==> config.mk <==
export PLATFORM = sky130hd
export DESIGN_NAME = gpio_port
export DESIGN_NICKNAME = d
export VERILOG_FILES = /design/src/rtl/gpio_port_pkg.sv /design/src/rtl/gpio_port_sync.sv /design/src/rtl/gpio_port_regs.sv /design/src/rtl/gpio_port_pad.sv /design/src/rtl/gpio_port.sv
export SDC_FILE = /design/constraint.sdc
export NUM_CORES = 1
export LEC_CHECK = 0
export CAP_MARGIN = 20
export CORE_MARGIN = 8
export CORE_UTILIZATION = 44
export DETAILED_ROUTE_END_ITERATION = 7
export PLACE_DENSITY = 0.8
export SYNTH_ARGS = -nofsm -noshare
export SYNTH_HDL_FRONTEND = slang
export SYNTH_SLANG_ARGS = --single-unit
export TNS_END_PERCENT = 50
==> constraint.sdc <==
create_clock -name clk -period 1.8 [get_ports clk]
set_clock_uncertainty 0.1 [all_clocks]
set_input_delay 0.45 -clock clk [delete_from_list [all_inputs] [get_ports clk]]
set_output_delay 0.45 -clock clk [all_outputs]
set_load 0.05 [all_outputs]
==> src/rtl/gpio_port_pkg.sv <==
package gpio_port_pkg;

    typedef enum logic [2:0] {
        REG_PORT  = 3'd0,
        REG_DIR   = 3'd1,
        REG_SET   = 3'd2,
        REG_CLR   = 3'd3,
        REG_PUCTL = 3'd4,
        REG_ANA   = 3'd5
    } reg_addr_e;

endpackage

==> src/rtl/gpio_port_sync.sv <==
module gpio_port_sync #(
    parameter int W = 8
) (
    input  logic         clk,
    input  logic         rst_n,
    input  logic [W-1:0] d_in,
    output logic [W-1:0] d_sync
);

    logic [W-1:0] stage1;

    always_ff @(posedge clk or negedge rst_n) begin
        if (!rst_n) begin
            stage1 <= '0;
            d_sync <= '0;
        end else begin
            stage1 <= d_in;
            d_sync <= stage1;
        end
    end

endmodule

==> src/rtl/gpio_port_regs.sv <==
module gpio_port_regs
    import gpio_port_pkg::*;
#(
    parameter int         W       = 8,
    parameter logic [W-1:0] ANA_CAP = 8'h0F
) (
    input  logic         clk,
    input  logic         rst_n,
    input  logic         bus_req,
    input  logic         bus_we,
    input  logic [2:0]   bus_addr,
    input  logic [W-1:0] bus_wdata,
    input  logic [W-1:0] pin_sync,
    output logic [W-1:0] lat_q,
    output logic [W-1:0] dir_q,
    output logic [W-1:0] ana_q,
    output logic         pu_n_q,
    output logic [W-1:0] pin_view,
    output logic [W-1:0] bus_rdata
);

    localparam int IDX_W = $clog2(W);

    reg_addr_e     addr;
    logic          wr;
    logic [IDX_W-1:0] bit_idx;
    logic [W-1:0]  bit_mask;
    logic [W-1:0]  lat_d;

    assign addr     = reg_addr_e'(bus_addr);
    assign wr       = bus_req && bus_we;
    assign bit_idx  = bus_wdata[IDX_W-1:0];
    assign bit_mask = {{(W-1){1'b0}}, 1'b1} << bit_idx;
    assign pin_view = pin_sync & ~ana_q;

    always_comb begin
        lat_d = lat_q;
        if (wr) begin
            unique case (addr)
                REG_PORT: lat_d = bus_wdata;
                REG_SET:  lat_d = pin_view | bit_mask;
                REG_CLR:  lat_d = pin_view & ~bit_mask;
                default:  lat_d = lat_q;
            endcase
        end
    end

    always_ff @(posedge clk or negedge rst_n) begin
        if (!rst_n) begin
            lat_q  <= '0;
            dir_q  <= '1;
            ana_q  <= ANA_CAP;
            pu_n_q <= 1'b1;
        end else begin
            lat_q <= lat_d;
            if (wr && addr == REG_DIR)   dir_q  <= bus_wdata;
            if (wr && addr == REG_ANA)   ana_q  <= bus_wdata & ANA_CAP;
            if (wr && addr == REG_PUCTL) pu_n_q <= bus_wdata[0];
        end
    end

    always_comb begin
        unique case (addr)
            REG_PORT:  bus_rdata = pin_view;
            REG_DIR:   bus_rdata = dir_q;
            REG_PUCTL: bus_rdata = {{(W-1){1'b0}}, pu_n_q};
            REG_ANA:   bus_rdata = ana_q;
            default:   bus_rdata = '0;
        endcase
    end

endmodule

==> src/rtl/gpio_port_pad.sv <==
module gpio_port_pad #(
    parameter int W      = 8,
    parameter int OD_BIT = 4
) (
    input  logic [W-1:0] lat_q,
    input  logic [W-1:0] dir_q,
    input  logic         pu_n_q,
    input  logic [W-1:0] per_sel,
    input  logic [W-1:0] per_dout,
    input  logic [W-1:0] per_oe,
    output logic [W-1:0] pad_out,
    output logic [W-1:0] pad_oe,
    output logic [W-1:0] pad_pu
);

    for (genvar i = 0; i < W; i++) begin : g_bit
        logic data_sel;
        logic drive_sel;

        assign data_sel  = per_sel[i] ? per_dout[i] : lat_q[i];
        assign drive_sel = per_sel[i] ? per_oe[i]   : ~dir_q[i];
        assign pad_pu[i] = ~pu_n_q & ~drive_sel;

        if (i == OD_BIT) begin : g_od
            assign pad_out[i] = 1'b0;
            assign pad_oe[i]  = drive_sel & ~data_sel;
        end else begin : g_pp
            assign pad_out[i] = data_sel;
            assign pad_oe[i]  = drive_sel;
        end
    end

endmodule

==> src/rtl/gpio_port.sv <==
module gpio_port #(
    parameter int           W       = 8,
    parameter int           OD_BIT  = 4,
    parameter logic [W-1:0] ANA_CAP = 8'h0F
) (
    input  logic         clk,
    input  logic         rst_n,
    input  logic         bus_req,
    input  logic         bus_we,
    input  logic [2:0]   bus_addr,
    input  logic [W-1:0] bus_wdata,
    output logic [W-1:0] bus_rdata,
    input  logic [W-1:0] pad_in,
    output logic [W-1:0] pad_out,
    output logic [W-1:0] pad_oe,
    output logic [W-1:0] pad_pu,
    input  logic [W-1:0] per_sel,
    input  logic [W-1:0] per_dout,
    input  logic [W-1:0] per_oe
);

    logic [W-1:0] pin_sync;
    logic [W-1:0] pin_view;
    logic [W-1:0] lat_q;
    logic [W-1:0] dir_q;
    logic [W-1:0] ana_q;
    logic         pu_n_q;

    gpio_port_sync #(.W(W)) u_sync (
        .clk    (clk),
        .rst_n  (rst_n),
        .d_in   (pad_in),
        .d_sync (pin_sync)
    );

    gpio_port_regs #(.W(W), .ANA_CAP(ANA_CAP)) u_regs (
        .clk       (clk),
        .rst_n     (rst_n),
        .bus_req   (bus_req),
        .bus_we    (bus_we),
        .bus_addr  (bus_addr),
        .bus_wdata (bus_wdata),
        .pin_sync  (pin_sync),
        .lat_q     (lat_q),
        .dir_q     (dir_q),
        .ana_q     (ana_q),
        .pu_n_q    (pu_n_q),
        .pin_view  (pin_view),
        .bus_rdata (bus_rdata)
    );

    gpio_port_pad #(.W(W), .OD_BIT(OD_BIT)) u_pad (
        .lat_q    (lat_q),
        .dir_q    (dir_q),
        .pu_n_q   (pu_n_q),
        .per_sel  (per_sel),
        .per_dout (per_dout),
        .per_oe   (per_oe),
        .pad_out  (pad_out),
        .pad_oe   (pad_oe),
        .pad_pu   (pad_pu)
    );

endmodule

==> results of run 1 <==
cell usage in the layout (no fill, tap or decap), types with 3 or more instances in the layout:
cell                              instances
sky130_fd_sc_hd__nand2_1                 11
sky130_fd_sc_hd__mux2_2                   5
sky130_fd_sc_hd__and3b_1                  4
sky130_fd_sc_hd__clkbuf_8                 6
sky130_fd_sc_hd__nor3_2                   4
sky130_fd_sc_hd__nor3b_1                  3
sky130_fd_sc_hd__dfrtp_1                 24
sky130_fd_sc_hd__a31oi_1                  8
sky130_fd_sc_hd__mux2_4                  17
sky130_fd_sc_hd__o21ai_2                  8
sky130_fd_sc_hd__a21oi_1                  8
sky130_fd_sc_hd__dlygate4sd2_1           24
sky130_fd_sc_hd__dfstp_2                 13
sky130_fd_sc_hd__mux2i_1                  4
sky130_fd_sc_hd__nor2b_1                  4
sky130_fd_sc_hd__buf_4                   30
sky130_fd_sc_hd__buf_6                    4
sky130_fd_sc_hd__buf_8                   10
sky130_fd_sc_hd__o221ai_1                 8
sky130_fd_sc_hd__nand2b_1                11
sky130_fd_sc_hd__clkdlybuf4s50_1         18
sky130_fd_sc_hd__nor2_2                  10
sky130_fd_sc_hd__buf_12                  23
per-stage QoR:
stage | setup WS, ns | cell area, um^2 | TNS, ns
finish | -0.394 | 3480 | -1.22
global route | -0.414 | 3480 | -1.62
CTS | -0.381 | 3460 | -1.31
detailed placement | -0.636 | 3190 | -15.03
global placement | -0.605 | 3190 | -14.07
floorplan | -0.319 | 2110 | -2.13
per-layer routing:
layer	vias to the layer above	share of wire, %	routed length, um	track usage, %
met5	-	0	0	0
met4	0	1.3	73	5.99
met3	9	7.4	430	5.07
met2	77	49	2870	28.3
met1	874	42	2460	20.4
li1	844	-	-	-
layout make-up:
cell class | count | area [um^2] | area share, %
Tap cell | 54 | 67.6 | 1.94
Timing Repair Buffer | 112 | 1290 | 37.2
Multi-Input combinational cell | 126 | 1080 | 31.2
Clock buffer | 8 | 90.1 | 2.59
Sequential cell | 37 | 942 | 27.1
critical path, delay by kind of cell, from the launching register on:
kind                   cells  cell delay (ns)
buffers and inverters      1             0.14
flip-flops                 1             0.54
multiplexers               1             0.46
AND/OR/NAND/NOR            2             0.20
timing repair:
| item | 4_1_cts | 5_1_grt |
|---|---|---|
| hold buffers | 0 | 0 |
| resized for setup | 91 | 7 |
| endpoints found under the setup margin | 43 | 19 |
| buffers inserted | 5 | 0 |
| pin swaps | 13 | 9 |
| gates cloned | 0 | 0 |
cells by family (layout without fill, tap and decap cells):
family | count (synthesis) | in the layout | synth area share (%)
AO/OA/AOI/OAI | 37 | 37 | 11.5
buffers and inverters | 28 | 120 | 9.23
flip-flops | 37 | 37 | 45.7
multiplexers | 27 | 27 | 16.5
other | 1 | 1 | 0.182
AND/OR/NAND/NOR | 61 | 61 | 16.9
power by group through the flow:
stage	clock [uW]	combinational [uW]	sequential (uW)
2_1_floorplan	0	771	1070
3_3_place_gp	0	1290	1110
3_5_place_dp	0	1310	1110
4_1_cts	601	1420	1110
5_1_grt	636	1510	1130
6_report	602	1430	1120
state kept, by name, indices dropped and copies added, names as in the netlist:
name,count
u_regs.dir_q,8
u_regs.ana_q,4
u_sync.d_sync,8
u_regs.pu_n_q,1
u_regs.lat_q,8
u_sync.stage1,8
path summary, 6_finish.rpt:
| check | start | to | slack [ns] |
|---|---|---|---|
| setup / recovery | u_regs.ana_q[0] | bus_rdata[0] | -0.39 |
| hold / removal | rst_n | u_sync.d_sync[0] | 0.08 |
| setup reg to reg | u_regs.ana_q[0] | u_regs.lat_q[0] | 0.52 |
| hold reg to reg | u_sync.stage1[4] | u_sync.d_sync[4] | 0.25 |
| max in group asynchronous | rst_n | u_regs.ana_q[1] | 1.17 |
| min in group clk | u_sync.stage1[4] | u_sync.d_sync[4] | 0.25 |
==> flow_results.org, run 1 <==
** Pwr
- Share of total power in combinational logic :: 45.5%
- Internal power comes to 2050 uW.
- Standby leakage power :: between 0.0015 and 0.002 uW
- Worst supply voltage drop on vdd :: around 0.68 mV
- Cell area power density :: between 900 and 1000 nW/um^2
- Overall power of the completed layout :: approximately 3200 uW
- In this run, the clock network consumes between 10% and 20% of the power.
- Of the total power, registers draw between 30% and 40%.
- Net switching is roughly a third of the power.
- For this design the total switching power over the nets is roughly 1100 uW.

** Layout
- Fraction of layout instances using a drive strength above 1 :: about half
- At the end of the flow the core is filled with cells to 75.1%.
- Ant diodes :: 0
- The area growth from synthesis to layout is 68.7%.
- Leaving out filler cells and counting taps, the final layout contains between 300 and 400.
- For this run, the post-layout net count is 329.
- Fillers :: 290

** GRT
- After global routing the overflow that remains totals 0.
- Initial antenna violation count :: 0
- Entering global routing, the biggest net connects 38 pins.
- Total track usage :: 17.0%
- Via count of the first global-routing pass :: approximately 1900
- The first global-routing pass estimated about 9800 um of wire.

** Yosys
- Cell area after synthesis :: between 2000 and 2500 um^2
- Net Count, Synth :: ~240
- Most instantiated library cell after synthesis :: sky130_fd_sc_hd__dfrtp_1
- Dividing the synthesized area by the synthesized cell count gives roughly 11 um^2.
- Ranking of synthesized cells by instance count :: sky130_fd_sc_hd__dfrtp_1 (24), sky130_fd_sc_hd__buf_4 (17), sky130_fd_sc_hd__mux2_2 (14)
- During synthesis, Yosys emitted a total of 0 warnings.
- After synthesis, the share of flip-flops with an asynchronous set or reset is 100%.
- For this run, the leading register cell type out of synthesis is sky130_fd_sc_hd__dfrtp_1.
- Number of enable-type register cells in the synthesized netlist :: 0
- Counting flops and latches in the post-synthesis netlist gives 37.
- Cell accounting for the most synthesized area :: sky130_fd_sc_hd__dfrtp_1
- Of the post-synthesis cell area, the dominant cell type holds a little under 30%.
- Share of synthesized area occupied by flip-flops and latches :: between 40% and 50%
- By area the synthesized netlist is led by sky130_fd_sc_hd__dfrtp_1 (29%), sky130_fd_sc_hd__dfstp_2 (17%), sky130_fd_sc_hd__mux2_2 (7.7%).
- Post-synth cell types :: 34
- Synth Instances :: 191

** Setup path
- Endpoint type of the worst setup path :: output pin
- Worst setup path category :: register to output pin
- The largest single stage delay on the critical path is between 0.5 and 0.6 ns.
- Critical-path top delay cell :: sky130_fd_sc_hd__dfstp_2
- The signal on the critical path passes through nor2b_2 > mux4_2 > nor2b_4 > buf_8.
- At the worst endpoint, the arrival time is approximately 1.6 ns.
- For the worst flop-to-flop path, the logic depth is 4.
- STA classifies the critical path startpoint as a register.
- Highest net fanout along the worst path :: 2
- For the worst setup path, the data required time is around 1.3 ns.

** STA
- Setup repair after global routing could not meet its margin everywhere.
- The count of final hold-check violations was 0.
- Setup violations remaining at the end of the flow were counted as 9.
- Based on the critical path, the design can be clocked at up to approximately 0.46 GHz.
- Shortest clock period the worst path allows after layout :: about 2.2 ns
- The max-slew violation total from the final report came to 0.
- Once routing completed, OpenROAD measured the worst setup slack at -0.394 ns.
- Final worst hold slack :: between 0.07 and 0.08 ns
- Crit share post-route :: 122%

** Die
- Once the floorplan was initialized, standard cells occupied between 40 and 50% of the core.
- The floorplan step defined a die boundary enclosing 7130 um^2.
- Pin placement for this block handled just under 80 I/O pins.
- The floorplan step set the die width to around 84 um.
- Number of standard-cell rows in the floorplan :: 25
- Core ar. :: around 4600 um^2
- DIE HEIGHT :: 84.4 um

** Status
- The final reports fail on setup timing.
- The flow ran to the end, but the final reports show violations.

** Clock network
- The H-tree was split into 2 levels.
- Buffers inserted during clock tree synthesis total 5.
- Clock transition at the register clock pins on the worst setup and hold paths after CTS :: 0.07 ns
- Cell at the root of the clock tree :: sky130_fd_sc_hd__clkbuf_8
- The later pin in the worst-skew pair is clocked with a latency of just under 0.3 ns.
- TritonCTS built the clock tree.
- Number of buffers between clock root and the deepest sink :: 2
- # clock sinks :: 37

** Route
- Across all layers, the routed design uses 1804 vias.
- The final layout contains routed wiring with a total length of 5840 um.
- In the routed design, unresolved DRC markers number 0.
- The pre-antenna-repair detailed-routing pass consisted of 4 iterations.
- Starting DRC count in detailed routing :: between 90 and 100
- In this run the remaining antenna-violating nets after routing total 0.
- Average vias per placed instance :: between 5 and 6
- After detailed routing, the average wire length per cell comes to ~17 um.

** Run
- Across the run, the number of max-cap violations was 0.

** Placement
- RD Place Congestion :: around 0.85
- Total instance count after detailed placement :: 324
- Detailed placement HPWL :: 4380 um
- Buffers placed on the I/O ports in this run total between 70 and 80.

** Worst hold path
- Type of the most critical hold path :: input pin to asynchronous set/reset pin
Note: power is estimated with default switching activity, not from simulation.
==> inputs of run 2 (changes only) <==
==> constraint.sdc (replaced) <==
create_clock -name clk -period 1.8 [get_ports clk]
set_clock_uncertainty 0.1 [all_clocks]
set_input_delay 0.27 -clock clk [delete_from_list [all_inputs] [get_ports clk]]
set_output_delay 0.27 -clock clk [all_outputs]
set_load 0.05 [all_outputs]
==> flow_results.org, run 2 (same netlist as run 1, synthesis figures left out) <==
** STA
- Pins Over Slew Limit :: 0 (unchanged)
- The worst setup slack after layout came to -0.189 ns (was -0.394 ns).
- Unrepaired setup endpoints after global routing :: yes (unchanged)
- The total negative slack for setup checks is -0.267 ns (was -1.22 ns).
- The post-layout minimum cycle time came to 1.99 ns (was 2.19 ns).
- The count of final hold-check violations was 0 (unchanged).
- Number of endpoints failing setup at the final stage :: 2 (was 9)
- Maximum clock frequency :: 0.503 GHz (was 0.456 GHz)
- Crit share post-route :: 110% (was 122%)

** Worst hold path
- Type of the most critical hold path :: register to register (was input pin to asynchronous set/reset pin)

** Status
- Outcome :: complete, but fails checks (unchanged)
- Violations in the final reports: setup timing (unchanged).

** Pwr
- The areal power density over the cells came to 926 nW/um^2 (was 906 nW/um^2).
- The peak supply drop was 0.498 mV (was 0.679 mV).
- Switching power share of the total :: 34.1% (was 34.9%)
- Switching pwr :: 1040 uW (was 1100 uW)
- The combinational share of power came to 43.2% (was 45.5%).
- Clk network pwr share :: 20.7% (was 19.1%)
- P_int :: 2000 uW (was 2050 uW)
- Standby leakage power :: 0.00139 uW (was 0.00153 uW)
- Part of the power in registers :: 36.1% (was 35.4%)

** Layout
- Final Net Count :: 324 (was 329)
- The fraction of final layout cells with drive strength greater than 1 was 42.4% (was 50.9%).
- The filler cell count was 343 (was 290).
- Most frequent cells in the layout :: sky130_fd_sc_hd__clkdlybuf4s50_1 (43), sky130_fd_sc_hd__buf_4 (35), sky130_fd_sc_hd__dfrtp_1 (24) (was sky130_fd_sc_hd__buf_4 (30), sky130_fd_sc_hd__dlygate4sd2_1 (24), sky130_fd_sc_hd__dfrtp_1 (24))
- The layout-stage area growth over the synthesis result came to 59.4% (was 68.7%).
- The most common library cell in the layout ignoring fill and taps is sky130_fd_sc_hd__clkdlybuf4s50_1 (was sky130_fd_sc_hd__buf_4).
- Ant diodes :: 0 (unchanged)

** Placement
- The half-perimeter wire length after placement is 4130 um (was 4380 um).
- The count of buffers inserted at the top-level ports was 77 (unchanged).
- The pre-CTS setup slack came to -0.324 ns (was -0.636 ns).
- The routability-driven placement congestion ratio came to 0.863 (was 0.854).

** GRT
- The first-pass GRT wire length came to 8650 um (was 9760 um).
- Initial antenna violation count :: 0 (unchanged)
- Via count of the first global-routing pass :: 1802 (was 1906)
- The global-route congestion overflow total was 0 (unchanged).
- The largest net degree at the start of global routing came to 38 (unchanged).
- The global-route usage over all layers came to 14.9% (was 17.0%).

** Route
- ANT nets after route :: 0 (unchanged)
- The via-per-instance ratio came to 5.21 (was 5.35).
- The total number of vias is 1731 (was 1804).
- Starting DRC count in detailed routing :: 86 (was 92)
- Total Wirelength :: 5320 um (was 5840 um)
- The length of the first detailed-routing pass in iterations came to 4 (unchanged).
- The remaining design rule violation count came to 0 (unchanged).
- The per-cell routed wire length came to 16.0 um (was 17.3 um).

** Die
- DIE HEIGHT :: 84.4 um (unchanged)
- The effective utilization at floorplan was 44.5% (unchanged).
- The area enclosed by the die boundary is 7130 um^2 (unchanged).
- Die X-Extent :: 84.4 um (unchanged)
- Number of standard-cell rows in the floorplan :: 25 (unchanged)
- The number of I/O pins came to 79 (unchanged).
- Core ar. :: 4630 um^2 (unchanged)

** Setup path
- The data arrival time of the worst path came to 1.62 ns (was 1.64 ns).
- Highest net fanout along the worst path :: 2 (unchanged)
- The startpoint kind of the worst setup timing path is a register (unchanged).
- Endpoint type of the worst setup path :: output pin (unchanged)
- Worst setup path category :: register to output pin (unchanged)
- The endpoint required time on the critical path is 1.43 ns (was 1.25 ns).

** Clock network
- Clock tree from TritonCTS :: done (unchanged)
- Cell at the root of the clock tree :: sky130_fd_sc_hd__clkbuf_8 (unchanged)
- Num CTS Buffers :: 5 (unchanged)
- CTS HTree Levels :: 2 (unchanged)
- The source-to-sink clock delay at the later pin of the worst-skew pair was 0.28 ns (was 0.29 ns).
- # clock sinks :: 37 (unchanged)
- Clock transition at the register clock pins on the worst setup and hold paths after CTS :: 0.07 ns (about the same)
- Number of buffers between clock root and the deepest sink :: 2 (unchanged)

** Run
- The number of violations of the max-capacitance limit came to 0 (unchanged).
[run 2: cell types whose count changed in the layout (fill, tap and decap cells not counted), moves of 5 or more]
cell / before / now
sky130_fd_sc_hd__o21ai_0: 0 / 8
sky130_fd_sc_hd__buf_8: 10 / 1
sky130_fd_sc_hd__dlygate4sd2_1: 24 / 1
sky130_fd_sc_hd__buf_4: 30 / 35
sky130_fd_sc_hd__mux2_4: 17 / 8
sky130_fd_sc_hd__clkdlybuf4s50_1: 18 / 43
sky130_fd_sc_hd__o21ai_2: 8 / 0
sky130_fd_sc_hd__mux2_2: 5 / 14
sky130_fd_sc_hd__nor2_1: 1 / 11
sky130_fd_sc_hd__nor2_2: 10 / 1
[run 2: worst max-delay path, stage by stage, from the launching register on]
cell	delay [ns]
sky130_fd_sc_hd__dfstp_2	0.54
sky130_fd_sc_hd__nor2b_2	0.05
sky130_fd_sc_hd__mux4_2	0.46
sky130_fd_sc_hd__nor2b_4	0.15
sky130_fd_sc_hd__buf_8	0.14
[run 2: metal layers]
layer	GRT usage, %	routed length, um	vias up
li1	-	-	832
met1	17.9	2380	828
met2	24.3	2460	61
met3	5.07	366	10
met4	5.18	106	0
met5	0	0	-
[run 2: path summary, 6_finish.rpt]
path                       cells after the start                to             start  slack, ns
max in group asynchronous                      3   u_regs.dir_q[6]             rst_n       0.81
min reg2reg                                    0  u_sync.d_sync[2]  u_sync.stage1[2]       0.25
max reg2reg                                    5   u_regs.lat_q[0]   u_regs.ana_q[0]       0.44
min in group asynchronous                      3   u_regs.lat_q[2]             rst_n       0.45
max                                            4      bus_rdata[0]   u_regs.ana_q[0]      -0.19
min                                            0  u_sync.d_sync[2]  u_sync.stage1[2]       0.25
[run 2: power groups by stage]
stage / sequential (uW) / combinational [uW] / clock (uW)
global route: 1120 / 1390 / 681
global placement: 1110 / 1250 / 0
finish: 1100 / 1320 / 630
floorplan: 1070 / 756 / 0
CTS: 1100 / 1310 / 645
detailed placement: 1110 / 1270 / 0
[run 2: repair_timing]
action | in CTS | in global routing
gates cloned | 0 | 0
hold endpoints to repair | 24 | 0
endpoints found under the setup margin | 8 | 7
pin swaps | 3 | 1
setup buffers | 3 | 1
hold buffers | 1 | 0
gates resized for setup | 11 | 5
[run 2: final cells by class]
type                       count  area (um^2)  share of cell area, %
timing repair buffer         107         1200                   36.7
sequential                    37          942                   28.7
clock inverter                 1         5.00                  0.152
tap                           54         67.6                   2.06
clock buffer                   7         96.3                   2.93
multi-input combinational    126          970                   29.5
[run 2: stage by stage]
stage	utilization (%)	area, um^2	hold WS [ns]	instances	power (uW)
2_1_floorplan	-	2060	-0.126	191	1830
3_3_place_gp	66.8	3090	0.229	319	2350
3_5_place_dp	66.8	3090	0.236	319	2380
4_1_cts	70.4	3260	0.252	331	3050
5_1_grt	71.0	3290	0.261	332	3180
6_report	71.0	3290	0.248	332	3040
==> inputs of run 3 (changes only) <==
--- a/config.mk
+++ b/config.mk
@@ -7,9 +7,9 @@
 export LEC_CHECK = 0
 export CAP_MARGIN = 20
 export CORE_MARGIN = 8
-export CORE_UTILIZATION = 44
+export CORE_UTILIZATION = 43
 export DETAILED_ROUTE_END_ITERATION = 7
-export PLACE_DENSITY = 0.8
+export PLACE_DENSITY = 0.79
 export SYNTH_ARGS = -nofsm -noshare
 export SYNTH_HDL_FRONTEND = slang
 export SYNTH_SLANG_ARGS = --single-unit
==> flow_results.org, run 3 (same netlist as run 1, synthesis figures left out) <==
** Route
- The via-per-instance ratio was 5.22 (was 5.21).
- Routed vias :: 1749 (was 1731)
- The per-cell routed wire length was 16.0 um (about the same).
- Total Wirelength :: 5350 um (was 5320 um)
- Count of unresolved DRC violations after routing :: 0 (unchanged)
- The post-route antenna net violation count was 0 (unchanged).
- Detailed-routing iteration count for the pre-antenna-repair pass :: 4 (unchanged)
- Starting DRC count in detailed routing :: 84 (was 86)

** STA
- Maximum clock frequency :: 0.503 GHz (about the same)
- Crit share post-route :: 111% (was 110%)
- Unrepaired setup endpoints after global routing :: yes (unchanged)
- The worst hold slack across all endpoints came to 0.249 ns (was 0.248 ns).
- Number of endpoints failing setup at the final stage :: 2 (unchanged)
- The count of final hold-check violations came to 0 (unchanged).
- Pins Over Slew Limit :: 0 (unchanged)
- The post-layout minimum cycle time came to 1.99 ns (about the same).
- The worst setup slack after layout was -0.190 ns (was -0.189 ns).

** Layout
- Most frequent cells in the layout :: sky130_fd_sc_hd__clkdlybuf4s50_1 (43), sky130_fd_sc_hd__buf_4 (38), sky130_fd_sc_hd__dfrtp_1 (24) (was sky130_fd_sc_hd__clkdlybuf4s50_1 (43), sky130_fd_sc_hd__buf_4 (35), sky130_fd_sc_hd__dfrtp_1 (24))
- The final cell utilization of the core came to 71.0% (about the same).
- Synthesis-to-finish area growth :: 60.6% (was 59.4%)
- The fraction of final layout cells with drive strength greater than 1 came to 42.0% (was 42.4%).
- The final layout net count is 327 (was 324).
- The antenna cell count came to 0 (unchanged).
- The most common library cell in the layout ignoring fill and taps was sky130_fd_sc_hd__clkdlybuf4s50_1 (unchanged).
- Total non-filler cell area in the finished layout :: 3310 um^2 (was 3290 um^2)

** Placement
- The post-detailed-placement cell area came to 3120 um^2 (was 3090 um^2).
- The pre-CTS setup slack was -0.310 ns (was -0.324 ns).
- Detailed placement HPWL :: 4270 um (was 4130 um)
- The routability-driven placement congestion ratio was 0.830 (was 0.863).
- IO Port Bufs :: 77 (unchanged)

** Pwr
- The peak supply drop is 0.656 mV (was 0.498 mV).
- P_int :: 1980 uW (was 2000 uW)
- The leakage power came to 0.00140 uW (was 0.00139 uW).
- Switching power share of the total :: 34.3% (was 34.1%)
- The combinational share of power is 43.9% (was 43.2%).
- Part of the power in registers :: 36.7% (was 36.1%)
- The share of power burned in the clock network came to 19.4% (was 20.7%).
- Switching pwr :: 1030 uW (was 1040 uW)
- Cell area power density :: 909 nW/um^2 (was 926 nW/um^2)

** Status
- Violations in the final reports: setup timing (unchanged).
- Outcome :: complete, but fails checks (unchanged)

** Clock network
- # clock sinks :: 37 (unchanged)
- Clock transition at the register clock pins on the worst setup and hold paths after CTS :: 0.06 ns (was 0.07 ns)
- CTS HTree Levels :: 2 (unchanged)
- Number of buffers between clock root and the deepest sink :: 2 (unchanged)
- The master cell of the clock root buffer was sky130_fd_sc_hd__clkbuf_8 (unchanged).
- Num CTS Buffers :: 5 (unchanged)
- The source-to-sink clock delay at the later pin of the worst-skew pair is 0.29 ns (was 0.28 ns).
- The TritonCTS clock tree is done (unchanged).

** GRT
- The number of antenna violations at the first check in global routing was 0 (unchanged).
- The global-route congestion overflow total came to 0 (unchanged).
- The busiest layer in global routing is met2 (unchanged).
- The first-pass GRT wire length was 9080 um (was 8650 um).
- Met1 track demand over resource :: 17.9% (about the same)
- The global-route track usage on met3 is 4.15% (was 5.07%).
- The via count of the first global-routing pass was 1888 (was 1802).
- Largest net degree at the start of global routing :: 38 (unchanged)
- The fraction of met2 tracks used by global routing is 27.3% (was 24.3%).
- The global-route usage over all layers is 15.6% (was 14.9%).

** Die
- The area of the core is 4660 um^2 (was 4630 um^2).
- The effective utilization at floorplan came to 44.2% (was 44.5%).
- Number of standard-cell rows in the floorplan :: 25 (unchanged)
- The die boundary width is 85.2 um (was 84.4 um).
- The area enclosed by the die boundary is 7260 um^2 (was 7130 um^2).
- The number of I/O pins came to 79 (unchanged).
- The die height came to 85.2 um (was 84.4 um).

** Setup path
- Cell-by-cell listing of the critical path :: nor2b_2 > mux4_2 > nor2b_4 > buf_8 (unchanged)
- The slowest cell on the critical path was sky130_fd_sc_hd__dfstp_2 (unchanged).
- Worst endpoint required time :: 1.43 ns (about the same)
- Signal arrival time at the worst endpoint :: 1.62 ns (about the same)
- The path type of the worst setup path is register to output pin (unchanged).
- The sort of element at the end of the critical path is an output pin (unchanged).
- Delay of the slowest cell on the worst path :: 0.54 ns (about the same)
- Startpoint type of the worst setup path :: register (unchanged)
- Highest net fanout along the worst path :: 2 (unchanged)

** Worst hold path
- The worst hold-check path type is register to register (unchanged).

** Run
- Maximum Capacitance Violations :: 0 (unchanged)
run 3: final timing paths:
path / start / endpoint / slack [ns] / depth (start not counted)
setup / recovery: u_regs.ana_q[0] / bus_rdata[0] / -0.19 / 4
hold / removal: u_sync.stage1[3] / u_sync.d_sync[3] / 0.25 / 0
setup reg to reg: u_regs.ana_q[0] / u_regs.lat_q[0] / 0.44 / 5
hold reg to reg: u_sync.stage1[3] / u_sync.d_sync[3] / 0.25 / 0
max in group asynchronous: rst_n / u_regs.dir_q[0] / 0.80 / 3
min in group asynchronous: rst_n / u_sync.d_sync[3] / 0.45 / 3
run 3: power by group through the flow:
stage / logic, uW / clock network, uW / registers (uW)
3_3_place_gp: 1260 / 0 / 1110
3_5_place_dp: 1280 / 0 / 1120
6_report: 1320 / 585 / 1100
2_1_floorplan: 756 / 0 / 1070
4_1_cts: 1310 / 598 / 1100
5_1_grt: 1400 / 636 / 1120
run 3: worst max-delay path: cells and delay by family, from the launching register on:
kind	cells	cell delay, ns
buf+inv	1	0.14
flops	1	0.54
simple gates	2	0.20
mux	1	0.46
run 3: timing repair:
| action | 4_1_cts | 5_1_grt |
|---|---|---|
| hold buffers | 1 | 0 |
| setup buffers | 2 | 1 |
| pin swaps | 2 | 3 |
| endpoints found under the setup margin | 8 | 7 |
| hold endpoints to repair | 24 | 0 |
| resized for setup | 11 | 6 |
run 3: area by class of cell:
type                            instances  area (um^2)
Fill cell                             332         1350
Timing Repair Buffer                  110         1230
Multi-Input combinational cell        126          983
Sequential cell                        37          942
Clock buffer                            8         90.1
Tap cell                               54         67.6
run 3: routing by layer:
layer	routed length (um)	part of all wire (%)
met5	0	0
met2	2740	51
met3	314	5.9
met4	54	1.0
met1	2240	42
run 3: through the flow:
stage,std cells,power [uW],TNS [ns]
floorplan,191,1830,-1.68
CTS,334,3010,-0.323
global route,335,3160,-0.461
finish,335,3010,-0.303
global placement,323,2370,-3.81
detailed placement,323,2400,-4.20
